File: config.mk
export PLATFORM = sky130hd
export DESIGN_NAME = adc_rd_ctrl
export DESIGN_NICKNAME = d
export VERILOG_FILES = /design/src/rtl/adc_rd_pkg.sv /design/src/rtl/adc_rd_timer.sv /design/src/rtl/adc_rd_txseq.sv /design/src/rtl/adc_rd_rxcap.sv /design/src/rtl/adc_rd_ctrl.sv
export SDC_FILE = /design/constraint.sdc
export NUM_CORES = 1
export LEC_CHECK = 0
export ABC_AREA = 1
export CAP_MARGIN = 10
export CORE_MARGIN = 5
export CORE_UTILIZATION = 60
export DETAILED_ROUTE_END_ITERATION = 8
export GPL_TIMING_DRIVEN = 0
export HOLD_SLACK_MARGIN = 0.08
export PLACE_DENSITY = 0.82
export REMOVE_ABC_BUFFERS = 1
export SETUP_SLACK_MARGIN = 0.1
export SYNTH_ARGS = -nofsm -noshare
export SYNTH_HDL_FRONTEND = slang
export SYNTH_SLANG_ARGS = --single-unit
File: constraint.sdc
create_clock -name clk -period 6.7 [get_ports clk]
set_input_delay 1.34 -clock clk [delete_from_list [all_inputs] [get_ports clk]]
set_output_delay 1.34 -clock clk [all_outputs]
set_load 0.1 [all_outputs]
File: src/rtl/adc_rd_pkg.sv
package adc_rd_pkg;

    typedef enum logic [2:0] {
        ST_IDLE,
        ST_SETUP,
        ST_SCK_HI,
        ST_SCK_LO,
        ST_GAP
    } rd_state_e;

    typedef struct packed {
        logic align;
        logic tail;
    } rd_mode_t;

endpackage

File: src/rtl/adc_rd_timer.sv
module adc_rd_timer #(
    parameter int unsigned W = 8
) (
    input  logic         clk,
    input  logic         rst_n,
    input  logic         load,
    input  logic [W-1:0] len,
    output logic         expire
);
    logic [W-1:0] cnt_q;

    always_ff @(posedge clk or negedge rst_n) begin
        if (!rst_n)              cnt_q <= '0;
        else if (load)           cnt_q <= len;
        else if (cnt_q != '0)    cnt_q <= cnt_q - W'(1);
    end

    assign expire = (cnt_q == '0);
endmodule

File: src/rtl/adc_rd_txseq.sv
module adc_rd_txseq #(
    parameter int unsigned CH_W = 3,
    parameter int unsigned LEAD = 5
) (
    input  logic            clk,
    input  logic            rst_n,
    input  logic            load,
    input  logic            shift,
    input  logic            diff,
    input  logic            align,
    input  logic [CH_W-1:0] chan,
    output logic            mosi
);
    localparam int unsigned CMD_W = CH_W + 2;
    localparam int unsigned SH_W  = CMD_W + LEAD;

    logic [CMD_W-1:0] cmd;
    logic [SH_W-1:0]  sh_q;

    assign cmd = {1'b1, ~diff, chan};

    always_ff @(posedge clk or negedge rst_n) begin
        if (!rst_n)     sh_q <= '0;
        else if (load)  sh_q <= align ? SH_W'(cmd) : (SH_W'(cmd) << LEAD);
        else if (shift) sh_q <= sh_q << 1;
    end

    assign mosi = sh_q[SH_W-1];


    start_first_chk: assert property (@(posedge clk) disable iff (!rst_n)
        (load && !align) |=> mosi);
endmodule

File: src/rtl/adc_rd_rxcap.sv
module adc_rd_rxcap #(
    parameter int unsigned DATA_W   = 12,
    parameter int unsigned K_W      = 6,
    parameter int unsigned NULL_POS = 7
) (
    input  logic              clk,
    input  logic              rst_n,
    input  logic              clear,
    input  logic              capture,
    input  logic [K_W-1:0]    rel,
    input  logic              miso,
    input  logic              tail_mode,
    output logic [DATA_W-1:0] result,
    output logic              err
);
    logic [DATA_W-1:0] msb_sr;
    logic [DATA_W-2:0] tail_sr;
    logic              null_bad;
    logic              in_data, in_tail;

    assign in_data = (rel > K_W'(NULL_POS)) && (rel <= K_W'(NULL_POS + DATA_W));
    assign in_tail = (rel > K_W'(NULL_POS + DATA_W)) &&
                     (rel <= K_W'(NULL_POS + 2*DATA_W - 1));

    always_ff @(posedge clk or negedge rst_n) begin
        if (!rst_n) begin
            msb_sr   <= '0;
            tail_sr  <= '0;
            null_bad <= 1'b0;
        end else if (clear) begin
            msb_sr   <= '0;
            tail_sr  <= '0;
            null_bad <= 1'b0;
        end else if (capture) begin
            if (rel == K_W'(NULL_POS)) null_bad <= miso;
            else if (in_data)          msb_sr   <= {msb_sr[DATA_W-2:0], miso};
            else if (in_tail)          tail_sr  <= {miso, tail_sr[DATA_W-2:1]};
        end
    end

    assign result = tail_mode ? {tail_sr, msb_sr[0]} : msb_sr;
    assign err    = null_bad | (tail_mode & (tail_sr != msb_sr[DATA_W-1:1]));


    null_flag_chk: assert property (@(posedge clk) disable iff (!rst_n)
        (capture && !clear && rel == K_W'(NULL_POS) && miso) |=> err);
endmodule

File: src/rtl/adc_rd_ctrl.sv
module adc_rd_ctrl import adc_rd_pkg::*; #(
    parameter int unsigned SYS_HZ   = 250_000_000,
    parameter int unsigned HALF_DIV = 63,
    parameter int unsigned DATA_W   = 12,
    parameter int unsigned CH_W     = 3
) (
    input  logic              clk,
    input  logic              rst_n,
    input  logic              req,
    input  logic [CH_W-1:0]   chan,
    input  logic              diff,
    input  logic              align8,
    input  logic              lsb_tail,
    input  logic              miso,
    output logic              cs_n,
    output logic              sclk,
    output logic              mosi,
    output logic              done,
    output logic [DATA_W-1:0] result,
    output logic              err
);
    localparam int unsigned CMD_W      = CH_W + 2;
    localparam int unsigned NULL_POS   = CMD_W + 2;
    localparam int unsigned BODY       = NULL_POS + DATA_W;
    localparam int unsigned BYTE_CLKS  = ((BODY + 7) / 8) * 8;
    localparam int unsigned ALIGN_LEAD = BYTE_CLKS - BODY;
    localparam int unsigned MAX_K      = ALIGN_LEAD + BODY + DATA_W - 1;
    localparam int unsigned K_W        = $clog2(MAX_K + 1);
    localparam int unsigned SU_MIN     = (SYS_HZ + 9_999_999) / 10_000_000;
    localparam int unsigned SU_CYC     = (HALF_DIV > SU_MIN) ? HALF_DIV : SU_MIN;
    localparam int unsigned CSH_CYC    = (SYS_HZ + 1_999_999) / 2_000_000;
    localparam int unsigned TMR_MAX0   = (SU_CYC > CSH_CYC) ? SU_CYC : CSH_CYC;
    localparam int unsigned TMR_MAX    = (TMR_MAX0 > HALF_DIV) ? TMR_MAX0 : HALF_DIV;
    localparam int unsigned TMR_W      = $clog2(TMR_MAX + 1);
    localparam int unsigned MIN_HALF   = (SYS_HZ + 3_999_999) / 4_000_000;
    localparam int unsigned MAX_HALF   = SYS_HZ / 20_000;

    rd_state_e        st_q, st_d;
    rd_mode_t         mode_q;
    logic [K_W-1:0]   k_q, k_nx, lead, last_k;
    logic             tmr_load, tmr_exp;
    logic [TMR_W-1:0] tmr_len;
    logic             cap, fall, frame_load;
    logic             cs_n_q, sclk_q, done_q;

    assign k_nx   = k_q + K_W'(1);
    assign lead   = mode_q.align ? K_W'(ALIGN_LEAD) : '0;
    assign last_k = lead + K_W'(BODY) + (mode_q.tail ? K_W'(DATA_W - 1) : '0);

    adc_rd_timer #(.W(TMR_W)) u_timer (
        .clk    (clk),
        .rst_n  (rst_n),
        .load   (tmr_load),
        .len    (tmr_len),
        .expire (tmr_exp)
    );

    adc_rd_txseq #(.CH_W(CH_W), .LEAD(ALIGN_LEAD)) u_txseq (
        .clk   (clk),
        .rst_n (rst_n),
        .load  (frame_load),
        .shift (fall),
        .diff  (diff),
        .align (align8),
        .chan  (chan),
        .mosi  (mosi)
    );

    adc_rd_rxcap #(.DATA_W(DATA_W), .K_W(K_W), .NULL_POS(NULL_POS)) u_rxcap (
        .clk       (clk),
        .rst_n     (rst_n),
        .clear     (frame_load),
        .capture   (cap && (k_nx > lead)),
        .rel       (k_nx - lead),
        .miso      (miso),
        .tail_mode (mode_q.tail),
        .result    (result),
        .err       (err)
    );

    // state register
    always_ff @(posedge clk or negedge rst_n) begin
        if (!rst_n) st_q <= ST_IDLE;
        else        st_q <= st_d;
    end

    // next state and strobes
    always_comb begin
        st_d       = st_q;
        tmr_load   = 1'b0;
        tmr_len    = '0;
        cap        = 1'b0;
        fall       = 1'b0;
        frame_load = 1'b0;
        unique case (st_q)
            ST_IDLE: begin
                if (req) begin
                    st_d       = ST_SETUP;
                    tmr_load   = 1'b1;
                    tmr_len    = TMR_W'(SU_CYC - 1);
                    frame_load = 1'b1;
                end
            end
            ST_SETUP: begin
                if (tmr_exp) begin
                    st_d     = ST_SCK_HI;
                    tmr_load = 1'b1;
                    tmr_len  = TMR_W'(HALF_DIV - 1);
                    cap      = 1'b1;
                end
            end
            ST_SCK_HI: begin
                if (tmr_exp) begin
                    st_d     = ST_SCK_LO;
                    tmr_load = 1'b1;
                    tmr_len  = TMR_W'(HALF_DIV - 1);
                    fall     = 1'b1;
                end
            end
            ST_SCK_LO: begin
                if (tmr_exp) begin
                    tmr_load = 1'b1;
                    if (k_q == last_k) begin
                        st_d    = ST_GAP;
                        tmr_len = TMR_W'(CSH_CYC - 1);
                    end else begin
                        st_d    = ST_SCK_HI;
                        tmr_len = TMR_W'(HALF_DIV - 1);
                        cap     = 1'b1;
                    end
                end
            end
            ST_GAP: begin
                if (tmr_exp) st_d = ST_IDLE;
            end
            default: st_d = ST_IDLE;
        endcase
    end

    // frame bookkeeping
    always_ff @(posedge clk or negedge rst_n) begin
        if (!rst_n) begin
            mode_q <= '0;
            k_q    <= '0;
        end else if (frame_load) begin
            mode_q <= '{align: align8, tail: lsb_tail};
            k_q    <= '0;
        end else if (cap) begin
            k_q    <= k_nx;
        end
    end

    // registered outputs
    always_ff @(posedge clk or negedge rst_n) begin
        if (!rst_n) begin
            cs_n_q <= 1'b1;
            sclk_q <= 1'b0;
            done_q <= 1'b0;
        end else begin
            cs_n_q <= (st_d == ST_IDLE) || (st_d == ST_GAP);
            sclk_q <= (st_d == ST_SCK_HI);
            done_q <= cap && (k_nx == last_k);
        end
    end

    assign cs_n = cs_n_q;
    assign sclk = sclk_q;
    assign done = done_q;

    // checker counters for clock-rate and select-gap properties
    logic [31:0] hi_len, cs_hi_len;
    always_ff @(posedge clk or negedge rst_n) begin
        if (!rst_n) begin
            hi_len    <= '0;
            cs_hi_len <= CSH_CYC;
        end else begin
            hi_len    <= sclk_q ? hi_len + 32'd1 : '0;
            if (!cs_n_q)                 cs_hi_len <= '0;
            else if (cs_hi_len < CSH_CYC) cs_hi_len <= cs_hi_len + 32'd1;
        end
    end


    idle_clk_chk: assert property (@(posedge clk) disable iff (!rst_n)
        cs_n_q |-> !sclk_q);


    mosi_stable_chk: assert property (@(posedge clk) disable iff (!rst_n)
        (sclk_q && $past(sclk_q)) |-> $stable(mosi));


    half_rate_chk: assert property (@(posedge clk) disable iff (!rst_n)
        $fell(sclk_q) |-> (hi_len >= MIN_HALF && hi_len <= MAX_HALF));


    cs_gap_chk: assert property (@(posedge clk) disable iff (!rst_n)
        $fell(cs_n_q) |-> (cs_hi_len >= CSH_CYC));


    done_pulse_chk: assert property (@(posedge clk) disable iff (!rst_n)
        done_q |=> !done_q);


    done_frame_chk: assert property (@(posedge clk) disable iff (!rst_n)
        done_q |-> (k_q == last_k && sclk_q));


    lead_zero_chk: assert property (@(posedge clk) disable iff (!rst_n)
        (sclk_q && mode_q.align && k_q <= K_W'(ALIGN_LEAD)) |-> !mosi);


    busy_hold_chk: assert property (@(posedge clk) disable iff (!rst_n)
        (st_q != ST_IDLE) |=> $stable(mode_q));


    result_hold_chk: assert property (@(posedge clk) disable iff (!rst_n)
        (st_q == ST_IDLE && !req) |=> ($stable(result) && $stable(err)));
endmodule

## After elaboration in Yosys (flattened, before gate mapping)

Cells that the tools add are included.

- Flip-flop bits (word level): 55
- Latch bits: 0
- Memory bits (writable): 0
- ROM bits: 0
- Bits of input ports: 10
- Output and inout bits: 17
- Memories kept: 0

- Add/subtract/negate cells: 5
- Multiply operators: 0
- Div/mod/pow operators: 0
- Magnitude comparators: 5
- Eq/ne operators: 12
- Shift-type cells: 0
- Mux-type cells: 42
- Bitwise logic cells: 3
- Reductions and logical operators: 21

Operators by type and width:

| cell | count |
|---|---|
| $mux W12 | 5 |
| $mux W11 | 5 |
| $mux W10 | 3 |
| $mux W7 | 4 |
| $mux W6 | 4 |
| $mux W3 | 7 |
| $pmux W7 S3 | 1 |
| $pmux W3 S5 | 1 |
| $reduce_bool A2 Y1 | 7 |
| $eq A6 B6 Y1 | 2 |
| $le A6 B5 Y1 const B | 2 |
| $ne A11 B11 Y1 | 1 |
| $eq A3 B2 Y1 const B | 3 |
| $mux W1 | 9 |
| $logic_not A7 Y1 | 1 |
| $reduce_bool A7 Y1 | 1 |
| $sub A7 B1 Y7 const B | 1 |
| $add A3 B5 Y6 const B | 1 |
| $add A6 B1 Y6 const B | 1 |
| $add A6 B4 Y6 | 1 |
| $eq A3 B3 Y1 const B | 2 |
| $eq A6 B3 Y1 const B | 1 |
| $gt A6 B3 Y1 | 1 |
| $gt A6 B3 Y1 const B | 1 |
| 17 further kinds | 23 |

## Depth between registers and ports, before layout

Gate-level depths: netlist of the first run.

- Word-level depth: 10
- Mapped depth: 17
- Depth with buffers taken out: 16

## Cells and area by module

A second synthesis of the first run with hierarchy kept.

- Cell total of the unflattened synthesis: 469
- Area total of the unflattened synthesis: 3565.9 um^2

By module, submodules not included:

| module | instances | cells an instance | area an instance (um^2) | seq. area each (um^2) |
|---|---|---|---|---|
| adc_rd_rxcap | 1 | 181 | 1398.8 | 600.6 |
| adc_rd_ctrl | 1 | 161 | 1158.6 | 351.6 |
| adc_rd_txseq | 1 | 68 | 525.5 | 250.2 |
| adc_rd_timer | 1 | 59 | 483.0 | 175.2 |

## Least setup slack after synthesis of the first run

Ideal clock, no wire load.

- Kind: register -> output
- Start point: register mode_q[0] in the netlist's numbering
- End point: output result[10]
- Arrival: 2.758 ns
- Setup slack: 2.602 ns
- Cell stages (with the launch flop): 3
- Buffers on the path: 1
- Cells stage by stage: dfrtp_1 -> clkbuf_1 -> o21ai_0

- Word-level cells in the longest chain between the ends: 1

Ends and longest elaborated chain:

| element | RTL line | RTL |
|---|---|---|
| start: declaration | adc_rd_ctrl.sv:39 | `rd_mode_t mode_q;` |
| start signal: assignment | adc_rd_ctrl.sv:146 | `mode_q <= '{align: align8, tail: lsb_tail};` |
| $mux W12 | adc_rd_rxcap.sv:41 | `assign result = tail_mode ? {tail_sr, msb_sr[0]} : msb_sr;` |
| end: declaration | adc_rd_ctrl.sv:19 | `output logic [DATA_W-1:0] result,` |

Every way passes these cells.

## Final worst setup path of the first run

- Start point: register mode_q[0] in the netlist's numbering
- End point: output result[2]

Same word-level chain as after synthesis.

==> results.cfg, run 1 <==
[sta]
fmax_mhz = 250
hold_ws_ns = 0.493
period_needed_ns = 4.00
hold_violations = 0
rsz0062_at_grt = no
finClkSkew_ns = 0.00748
relSlewSlack_pct = 29.8
finalSetupViolCount = 0
maxSlewViolCount = 0
worst_pin_slew_ns = 1.05
setup-tns-final_ns = 0
min_period_over_period_pct = 59.6

[worst_setup_path]
crit_type = reg2out
endpoint_kind = output port
critical_path_peak_fanout = 27
crit_chain = nand2_1, o21ai_0, clkdlybuf4s50_1
required_ns = 5.36
cp_data_arrival_time_ns = 2.66
cp-start-kind = flop
crit_path_top_delay_cell = clkdlybuf4s50_1
max_stage_delay_ns = 1.19
critPathBufInv = 1
crit_family = buffers and inverters

[run]
drv_cap = 0

[floorplan]
dieArea_mm2 = 0.00743
ios = 27
initial_core_util_pct = 62.5
die_x_um = 86.2
core_mm2 = 0.00557
fp.dieH_um = 86.2
rows = 27

[global_route]
grt_pass1_wl_mm = 12.4
grt_pass1_vias = 2865
grt_max_degree = 37
grt_usage_pct = 20.4
grt_antenna_before_repair = 0
grt-ovfl-total = 0

[finish]
antenna_cells = 0
syn_to_final_growth_pct = 10.1
fin_nets = 501
drive_above_1_share_pct = 11.6

[drt]
initialDrtViolationCount = 137
wl_per_cell_um = 12.7
drtPass1Iterations = 4
avgViaCountPerCell = 5.33
route.detailed.drc = 0
vias = 2954
routed_wl_mm = 7.04
antenna_left = 0

[cts]
ctsHoldBuffers = 0
cts_resized = 0
numCtsBuffers = 5
post-cts-setup-buffers = 0
clk_latency_ns = 0.31
cts_tree = yes
clockRootBuffer = clkbuf_8
clock_sinks = 55
h-tree-depth = 2
clkTransAtPathRegs_ns = 0.10
clock_tree.buffer_depth = 2

[worst_hold_path]
hold_class = reg2reg

[synthesis]
synthCells = 461
ys_ff_latch = 55
syn_avg_cell_area_um2 = 7.56
ys_warn_count = 0
ys_seq_area_share_pct = 39.5
syn_area_mm2 = 0.00348
ys_types = 39

[placement]
gp_congestion = 0.872
port_buffers = 26
hpwl_mm = 5.16

[pwr]
p_leak_nw = 1.97
ir_drop_mv = 0.0926
power_density_mw_per_mm2 = 140

[outcome]
status = completed
[cell type report]
type	count	area, µm²
Multi-Input combinational cell	323	1750
Fill cell	467	1740
Sequential cell	55	1380
Timing Repair Buffer	27	275
Inverter	69	259
Tap cell	72	90.1
Clock buffer	6	72.6
Clock inverter	2	12.5
[synthesized netlist by cell type (all sizes together)]
cell / instances / area (µm²)
o21ai: 38 / 228
and2: 1 / 8.76
o211ai: 4 / 30.0
a31oi: 4 / 25.0
nand3b: 2 / 15.0
ha: 10 / 125
or2: 1 / 6.26
and3: 1 / 6.26
xnor2: 12 / 105
a22oi: 1 / 7.51
dfstp: 1 / 26.3
a21oi: 4 / 20.0
nand4: 4 / 25.0
buf: 10 / 85.1
nand3: 36 / 213
xor2: 8 / 70.1
clkbuf: 4 / 15.0
a21boi: 1 / 7.51
dfrtp: 54 / 1350
nor2: 44 / 216
nor4: 1 / 6.26
nand2: 144 / 586
o22ai: 5 / 31.3
nor2b: 1 / 6.26
a22o: 1 / 8.76
inv: 69 / 259
[registers in the layout (all words and copies together), names as in the netlist]
| register | count |
|---|---|
| done | 1 |
| sclk | 1 |
| mode_q | 2 |
| u_timer.cnt_q | 7 |
| u_rxcap.msb_sr | 12 |
| st_q | 3 |
| u_rxcap.null_bad | 1 |
| u_txseq.sh_q | 10 |
| u_rxcap.tail_sr | 11 |
| k_q | 6 |
| cs_n | 1 |
[placed cells by master (no fill, tap or decap), drive strengths merged, types with 6 or more instances in the layout]
| cell type | count |
|---|---|
| xor2 | 8 |
| nand3 | 36 |
| clkbuf | 6 |
| o21ai | 38 |
| clkdlybuf4s50 | 25 |
| xnor2 | 12 |
| nand2 | 144 |
| ha | 10 |
| dfrtp | 54 |
| inv | 69 |
| nor2 | 44 |
[kinds of logic (layout without fill, tap and decap cells)]
group | Yosys count | count (layout) | synth area share, %
AO/OA/AOI/OAI | 58 | 58 | 10.3
XOR/XNOR | 20 | 20 | 5.03
adder cells (fa/ha/maj) | 10 | 10 | 3.59
buffers and inverters | 83 | 104 | 10.3
flip-flops | 55 | 55 | 39.5
AND/OR/NAND/NOR | 235 | 235 | 31.3
[metrics by stage]
stage	util [%]	cells	cell area, µm²	worst slack [ns]	power (mW)
6_report	68.8	554	3830	2.70	0.536
5_1_grt	68.8	554	3830	2.57	0.559
4_1_cts	68.8	554	3830	2.70	0.540
3_5_place_dp	67.3	546	3750	2.73	0.359
3_3_place_gp	67.0	545	3730	2.59	0.358
2_1_floorplan	-	447	3380	2.60	0.344
[layer usage]
layer  up-vias  GRT usage [%]  share of wire, %  wire, µm
met3         9           3.33               3.9       275
met1      1410           25.9                46      3240
met2        49           35.9                49      3450
li1       1486              -                 -         -
met4         0           5.67               1.0        72
met5         -              0                 0         0
[power by group]
part | switching (mW) | internal [mW] | total (mW)
combinational | 0.0120 | 0.00716 | 0.0192
sequential | 0.000447 | 0.332 | 0.333
clock | 0.110 | 0.0734 | 0.184
total | 0.123 | 0.413 | 0.536
[worst paths after layout]
check	start	endpoint	slack, ns	cells past startpoint
max in group asynchronous	rst_n	u_rxcap.msb_sr[5]$_DFFE_PN0P_	5.19	2
max	mode_q[0]$_DFFE_PN0P_	result[2]	2.70	3
min	u_txseq.sh_q[3]$_DFFE_PN0P_	u_txseq.sh_q[3]$_DFFE_PN0P_	0.49	2
min reg2reg	u_txseq.sh_q[3]$_DFFE_PN0P_	u_txseq.sh_q[3]$_DFFE_PN0P_	0.49	2
max reg2reg	k_q[0]$_DFFE_PN0P_	u_rxcap.tail_sr[10]$_DFFE_PN0P_	3.81	13
min in group asynchronous	rst_n	u_timer.cnt_q[3]$_DFFE_PN0P_	0.97	1
[worst register-to-register path: stages (launching register included)]
cell,delay (ns)
dfrtp_1,0.53
ha_1,0.27
xor2_1,0.32
ha_1,0.34
nand2_1,0.09
nand2_1,0.06
nor2_1,0.13
nand2_1,0.07
nand2_1,0.07
nand2_2,0.07
nor2_4,0.13
nand3_2,0.40
nand2_1,0.23
o21ai_2,0.07
(Power assumes the default switching activity.)
==> inputs of run 2 (changes only) <==
Settings changed: CORE_UTILIZATION 60 to 53, PLACE_DENSITY 0.82 to 0.76.
Clock period 6.7 ns to 3.3 ns, I/O delays scaled along.
==> run 2 against run 1 <==
Effect of this change: sequential power is 100% higher; register-to-register slack worse by 3.4 ns; count of clock-buffer cells in the layout is 1 higher; largest power group unchanged; non-clock buffer count stayed put; cell count is 0.90% higher; critical path type unchanged; clock skew is 0.0022 ns higher; cell area is 0.13% lower; worst hold slack worse by 0.17 ns; core utilization is 8.8 points lower; clock power is 100% higher; first-iteration DRC count is 2.2% higher.
==> results.cfg, run 2 (synthesized netlist as in run 1, its figures left out) <==
[drt]
drt-met1-wl_mm = 3.40
highest_layer = met4
vias = 2873
routed_wl_mm = 7.06
avgViaCountPerCell = 5.14
drtPass1Iterations = 4
route.detailed.drc = 0
wl_per_cell_um = 12.6
initialDrtViolationCount = 140
wl_met2_mm = 3.28
antenna_left = 0
routed-wl-met3_um = 302

[outcome]
status = completed

[sta]
fmax_mhz = 335
worst_pin_slew_ns = 0.970
rsz0062_at_grt = no
hold_ws_ns = 0.328
min_period_over_period_pct = 90.5
maxSlewViolCount = 0
relSlewSlack_pct = 35.1
period_needed_ns = 2.99
hold_violations = 0
finalSetupViolCount = 0
finClkSkew_ns = 0.00971

[cts]
clockRootBuffer = clkbuf_8
clkTransAtPathRegs_ns = 0.10
numCtsBuffers = 5
h-tree-depth = 2
clock_tree.buffer_depth = 2
cts_tree = yes
ctsHoldBuffers = 0
post-cts-setup-buffers = 0
clk_latency_ns = 0.31
clock_sinks = 55

[floorplan]
initial_core_util_pct = 54.5
rows = 29
core_mm2 = 0.00639
fp.dieH_um = 91.1
dieArea_mm2 = 0.00829
die_x_um = 91.1
ios = 27

[worst_setup_path]
cp_data_arrival_time_ns = 2.33
required_ns = 2.64
max_stage_delay_ns = 0.89
critical_path_peak_fanout = 27
crit_family = flip-flops
critPathBufInv = 1
crit_type = reg2out
crit_path_top_delay_cell = dfrtp_1
worstRegToRegCells = 13
cp.depth = 3
cp-start-kind = flop
endpoint_kind = output port
crit_chain = nand2_1, o21ai_0, dlygate4sd2_1

[finish]
mostFrequentLayoutCell = nand2_1
final_cell_count_no_fill = 559
fin_nets = 501
fill_cells = 570
regMostFlops = u_rxcap.msb_sr
antenna_cells = 0
final_util_pct = 60.0
final_cell_mix = nand2_1, inv_1, dfrtp_1, nor2_1, nand3_1
largest_reg_flops = 12
reg_top3 = u_rxcap.msb_sr (12), u_rxcap.tail_sr (11), u_txseq.sh_q (10)
syn_to_final_growth_pct = 9.91
drive_above_1_share_pct = 11.4

[pwr]
power_density_mw_per_mm2 = 284
p_leak_nw = 2.01
ir_drop_mv = 0.172

[global_route]
grt_antenna_before_repair = 0
grt_pass1_wl_mm = 12.7
grt_usage_pct = 18.1
grt_max_degree = 34
grt-ovfl-total = 0
grt_pass1_vias = 2820

[placement]
hpwl_mm = 5.10
port_buffers = 26
gp_congestion = 0.834
placed_cells = 551

[worst_hold_path]
hold_class = in2async

[run]
drv_cap = 0
-- run 2: cell types whose count changed in the layout (fill, tap and decap cells not counted) --
| cell | change |
|---|---|
| dlygate4sd2_1 | +12 |
| clkdlybuf4s50_1 | -12 |
| nor2_2 | -1 |
| clkinv_2 | -1 |
| nor2_4 | +1 |
| clkbuf_1 | +1 |
-- run 2: per-layer routing --
metal / GRT usage [%] / vias to the layer above
li1: - / 1487
met1: 24.9 / 1332
met2: 29.4 / 49
met3: 3.31 / 5
met4: 4.89 / 0
met5: 0 / -
-- run 2: report_power, final --
part,internal [mW],leakage (nW),switching [mW],total (mW)
Combinational,0.0141,1.31,0.0247,0.0388
Clock,0.151,0.0385,0.221,0.372
Sequential,0.675,0.667,0.000779,0.675
-- run 2: worst paths after layout --
path | endpoint | slack [ns] | from
setup / recovery | result[9] | 0.31 | mode_q[0]$_DFFE_PN0P_
hold / removal | u_rxcap.tail_sr[3]$_DFFE_PN0P_ | 0.33 | rst_n
setup reg to reg | u_rxcap.tail_sr[4]$_DFFE_PN0P_ | 0.37 | k_q[0]$_DFFE_PN0P_
hold reg to reg | u_txseq.sh_q[3]$_DFFE_PN0P_ | 0.49 | u_txseq.sh_q[3]$_DFFE_PN0P_
max in group asynchronous | u_rxcap.msb_sr[1]$_DFFE_PN0P_ | 2.41 | rst_n
min in group clk | u_txseq.sh_q[3]$_DFFE_PN0P_ | 0.49 | u_txseq.sh_q[3]$_DFFE_PN0P_
-- run 2: stage by stage --
step	TNS [ns]	power (mW)	worst slack (ns)	instance area (µm²)
final	0	1.09	0.314	3830
after floorplan	-1.37	0.699	-0.124	3380
after detailed placement	-0.667	0.729	-0.146	3750
after global placement	-10.55	0.726	-0.192	3740
after global routing	0	1.13	0.154	3830
after CTS	0	1.10	0.179	3820
-- run 2: layout make-up --
| cell class | count | area [µm²] | area share, % |
|---|---|---|---|
| clock buffer | 7 | 76.3 | 1.99 |
| clock inverter | 1 | 7.51 | 0.196 |
| inverter | 69 | 259 | 6.76 |
| multi-input combinational | 323 | 1750 | 45.8 |
| sequential | 55 | 1380 | 36.0 |
| tap | 77 | 96.3 | 2.52 |
| timing repair buffer | 27 | 260 | 6.80 |
-- run 2: timing repair --
| item | CTS | global route |
|---|---|---|
| hold endpoints to repair | 0 | 0 |
| gates resized for setup | 12 | 1 |
| setup endpoints to repair | 12 | 7 |
==> inputs of run 3 (changes only) <==
--- a/config.mk
+++ b/config.mk
@@ -8,3 +8,3 @@
 export ABC_AREA = 1
-export CAP_MARGIN = 10
+export CAP_MARGIN = 20
 export CORE_MARGIN = 5
==> constraint.sdc (replaced) <==
create_clock -name clk -period 3.3 [get_ports clk]
set_input_delay 0.495 -clock clk [delete_from_list [all_inputs] [get_ports clk]]
set_output_delay 0.495 -clock clk [all_outputs]
set_load 0.1 [all_outputs]
==> run 3 against run 2 <==
Effect of this change: flip-flop and latch count unchanged; power about the same; critical endpoint unchanged; clock power about the same; global-route usage unchanged; largest cell class unchanged.
==> results.cfg, run 3 (synthesized netlist as in run 1, its figures left out) <==
[finish]
fin_nets = 502
regMostFlops = u_rxcap.msb_sr
final_util_pct = 60.5
mostFrequentLayoutCell = nand2_1
reg_top3 = u_rxcap.msb_sr (12), u_rxcap.tail_sr (11), u_txseq.sh_q (10)
antenna_cells = 0
syn_to_final_growth_pct = 10.8
final_cell_mix = nand2_1, inv_1, dfrtp_1, nor2_1, nand3_1
largest_reg_flops = 12
drive_above_1_share_pct = 11.6
fill_cells = 565

[global_route]
grt-ovfl-total = 0
grt_max_degree = 34
grt_usage_pct = 18.1
grt_pass1_vias = 2820
grt_antenna_before_repair = 0
grt_pass1_wl_mm = 12.7

[worst_setup_path]
crit_type = reg2out
endpoint_kind = output port
cp-start-kind = flop
critical_path_peak_fanout = 27
required_ns = 2.80
cp_data_arrival_time_ns = 2.62

[placement]
port_buffers = 26
gp_congestion = 0.834
hpwl_mm = 5.10
place_ws_ns = 0.0195

[floorplan]
initial_core_util_pct = 54.5
die_x_um = 91.1
core_mm2 = 0.00639
dieArea_mm2 = 0.00829
fp.dieH_um = 91.1
ios = 27
rows = 29

[sta]
relSlewSlack_pct = 34.7
period_needed_ns = 3.11
finClkSkew_ns = 0.00897
worst_slack_ns = 0.186
worst_pin_slew_ns = 0.977
rsz0062_at_grt = no
hold_ws_ns = 0.163
hold_violations = 0
fmax_mhz = 321
finalSetupViolCount = 0
maxSlewViolCount = 0
min_period_over_period_pct = 94.4

[drt]
route.detailed.drc = 0
routed-wl-met3_um = 268
highest_layer = met4
initialDrtViolationCount = 150
routed_wl_mm = 7.08
wl_per_cell_um = 12.6
drt-met1-wl_mm = 3.40
vias = 2881
avgViaCountPerCell = 5.14
drtPass1Iterations = 4
wl_met2_mm = 3.35
antenna_left = 0

[cts]
post-cts-setup-buffers = 0
cts_tree = yes
ctsHoldBuffers = 0
clockRootBuffer = clkbuf_8
numCtsBuffers = 5
clk_latency_ns = 0.31
clock_sinks = 55
h-tree-depth = 2
clkTransAtPathRegs_ns = 0.10
clock_tree.buffer_depth = 2

[outcome]
status = completed

[pwr]
p_leak_nw = 2.01
ir_drop_mv = 0.173
power_density_mw_per_mm2 = 282

[run]
drv_cap = 0

[worst_hold_path]
hold_class = in2async
-- run 3: layout make-up --
type | instances | area, µm² | area share [%]
Multi-Input combinational cell | 323 | 1750 | 45.2
Sequential cell | 55 | 1380 | 35.7
Timing Repair Buffer | 28 | 298 | 7.71
Inverter | 69 | 259 | 6.71
Tap cell | 77 | 96.3 | 2.50
Clock buffer | 7 | 76.3 | 1.98
Clock inverter | 1 | 7.51 | 0.194
-- run 3: critical path: stages, from the launching register on --
cell             delay, ns
dfrtp_1               0.90
nand2_1               0.09
o21ai_0               0.14
clkdlybuf4s50_1       1.18
-- run 3: worst paths after layout --
check / endpoint / start / slack, ns / cells after the start
min in group clk: u_txseq.sh_q[3]$_DFFE_PN0P_ / u_txseq.sh_q[3]$_DFFE_PN0P_ / 0.49 / 2
setup / recovery: result[9] / mode_q[0]$_DFFE_PN0P_ / 0.19 / 3
hold / removal: u_rxcap.tail_sr[7]$_DFFE_PN0P_ / rst_n / 0.16 / 1
setup reg to reg: u_rxcap.tail_sr[4]$_DFFE_PN0P_ / k_q[0]$_DFFE_PN0P_ / 0.38 / 13
hold reg to reg: u_txseq.sh_q[3]$_DFFE_PN0P_ / u_txseq.sh_q[3]$_DFFE_PN0P_ / 0.49 / 2
max in group asynchronous: u_rxcap.msb_sr[1]$_DFFE_PN0P_ / rst_n / 2.57 / 2
-- run 3: where the power goes --
part	internal, mW	total [mW]	switching [mW]
clock network	0.151	0.373	0.222
logic	0.0145	0.0391	0.0246
registers	0.675	0.675	0.000784
-- run 3: per-stage QoR --
stage                     instance area, µm²  TNS [ns]  power, mW  cells
final                                   3860         0       1.09    560
after global routing                    3860         0       1.13    560
after CTS                               3840         0       1.10    559
after detailed placement                3750         0      0.729    551
after global placement                  3740     -1.23      0.726    550
after floorplan                         3380         0      0.699    447
-- run 3: routing by layer --
layer,global-route usage [%],up-vias
li1,-,1491
met1,24.9,1349
met2,29.4,37
met3,3.31,4
met4,4.89,0
met5,0,-
-- run 3: what timing repair did --
item,CTS,global route
gates resized for setup,0,3
endpoints found under the setup margin,0,3
endpoints found under the hold margin,0,0
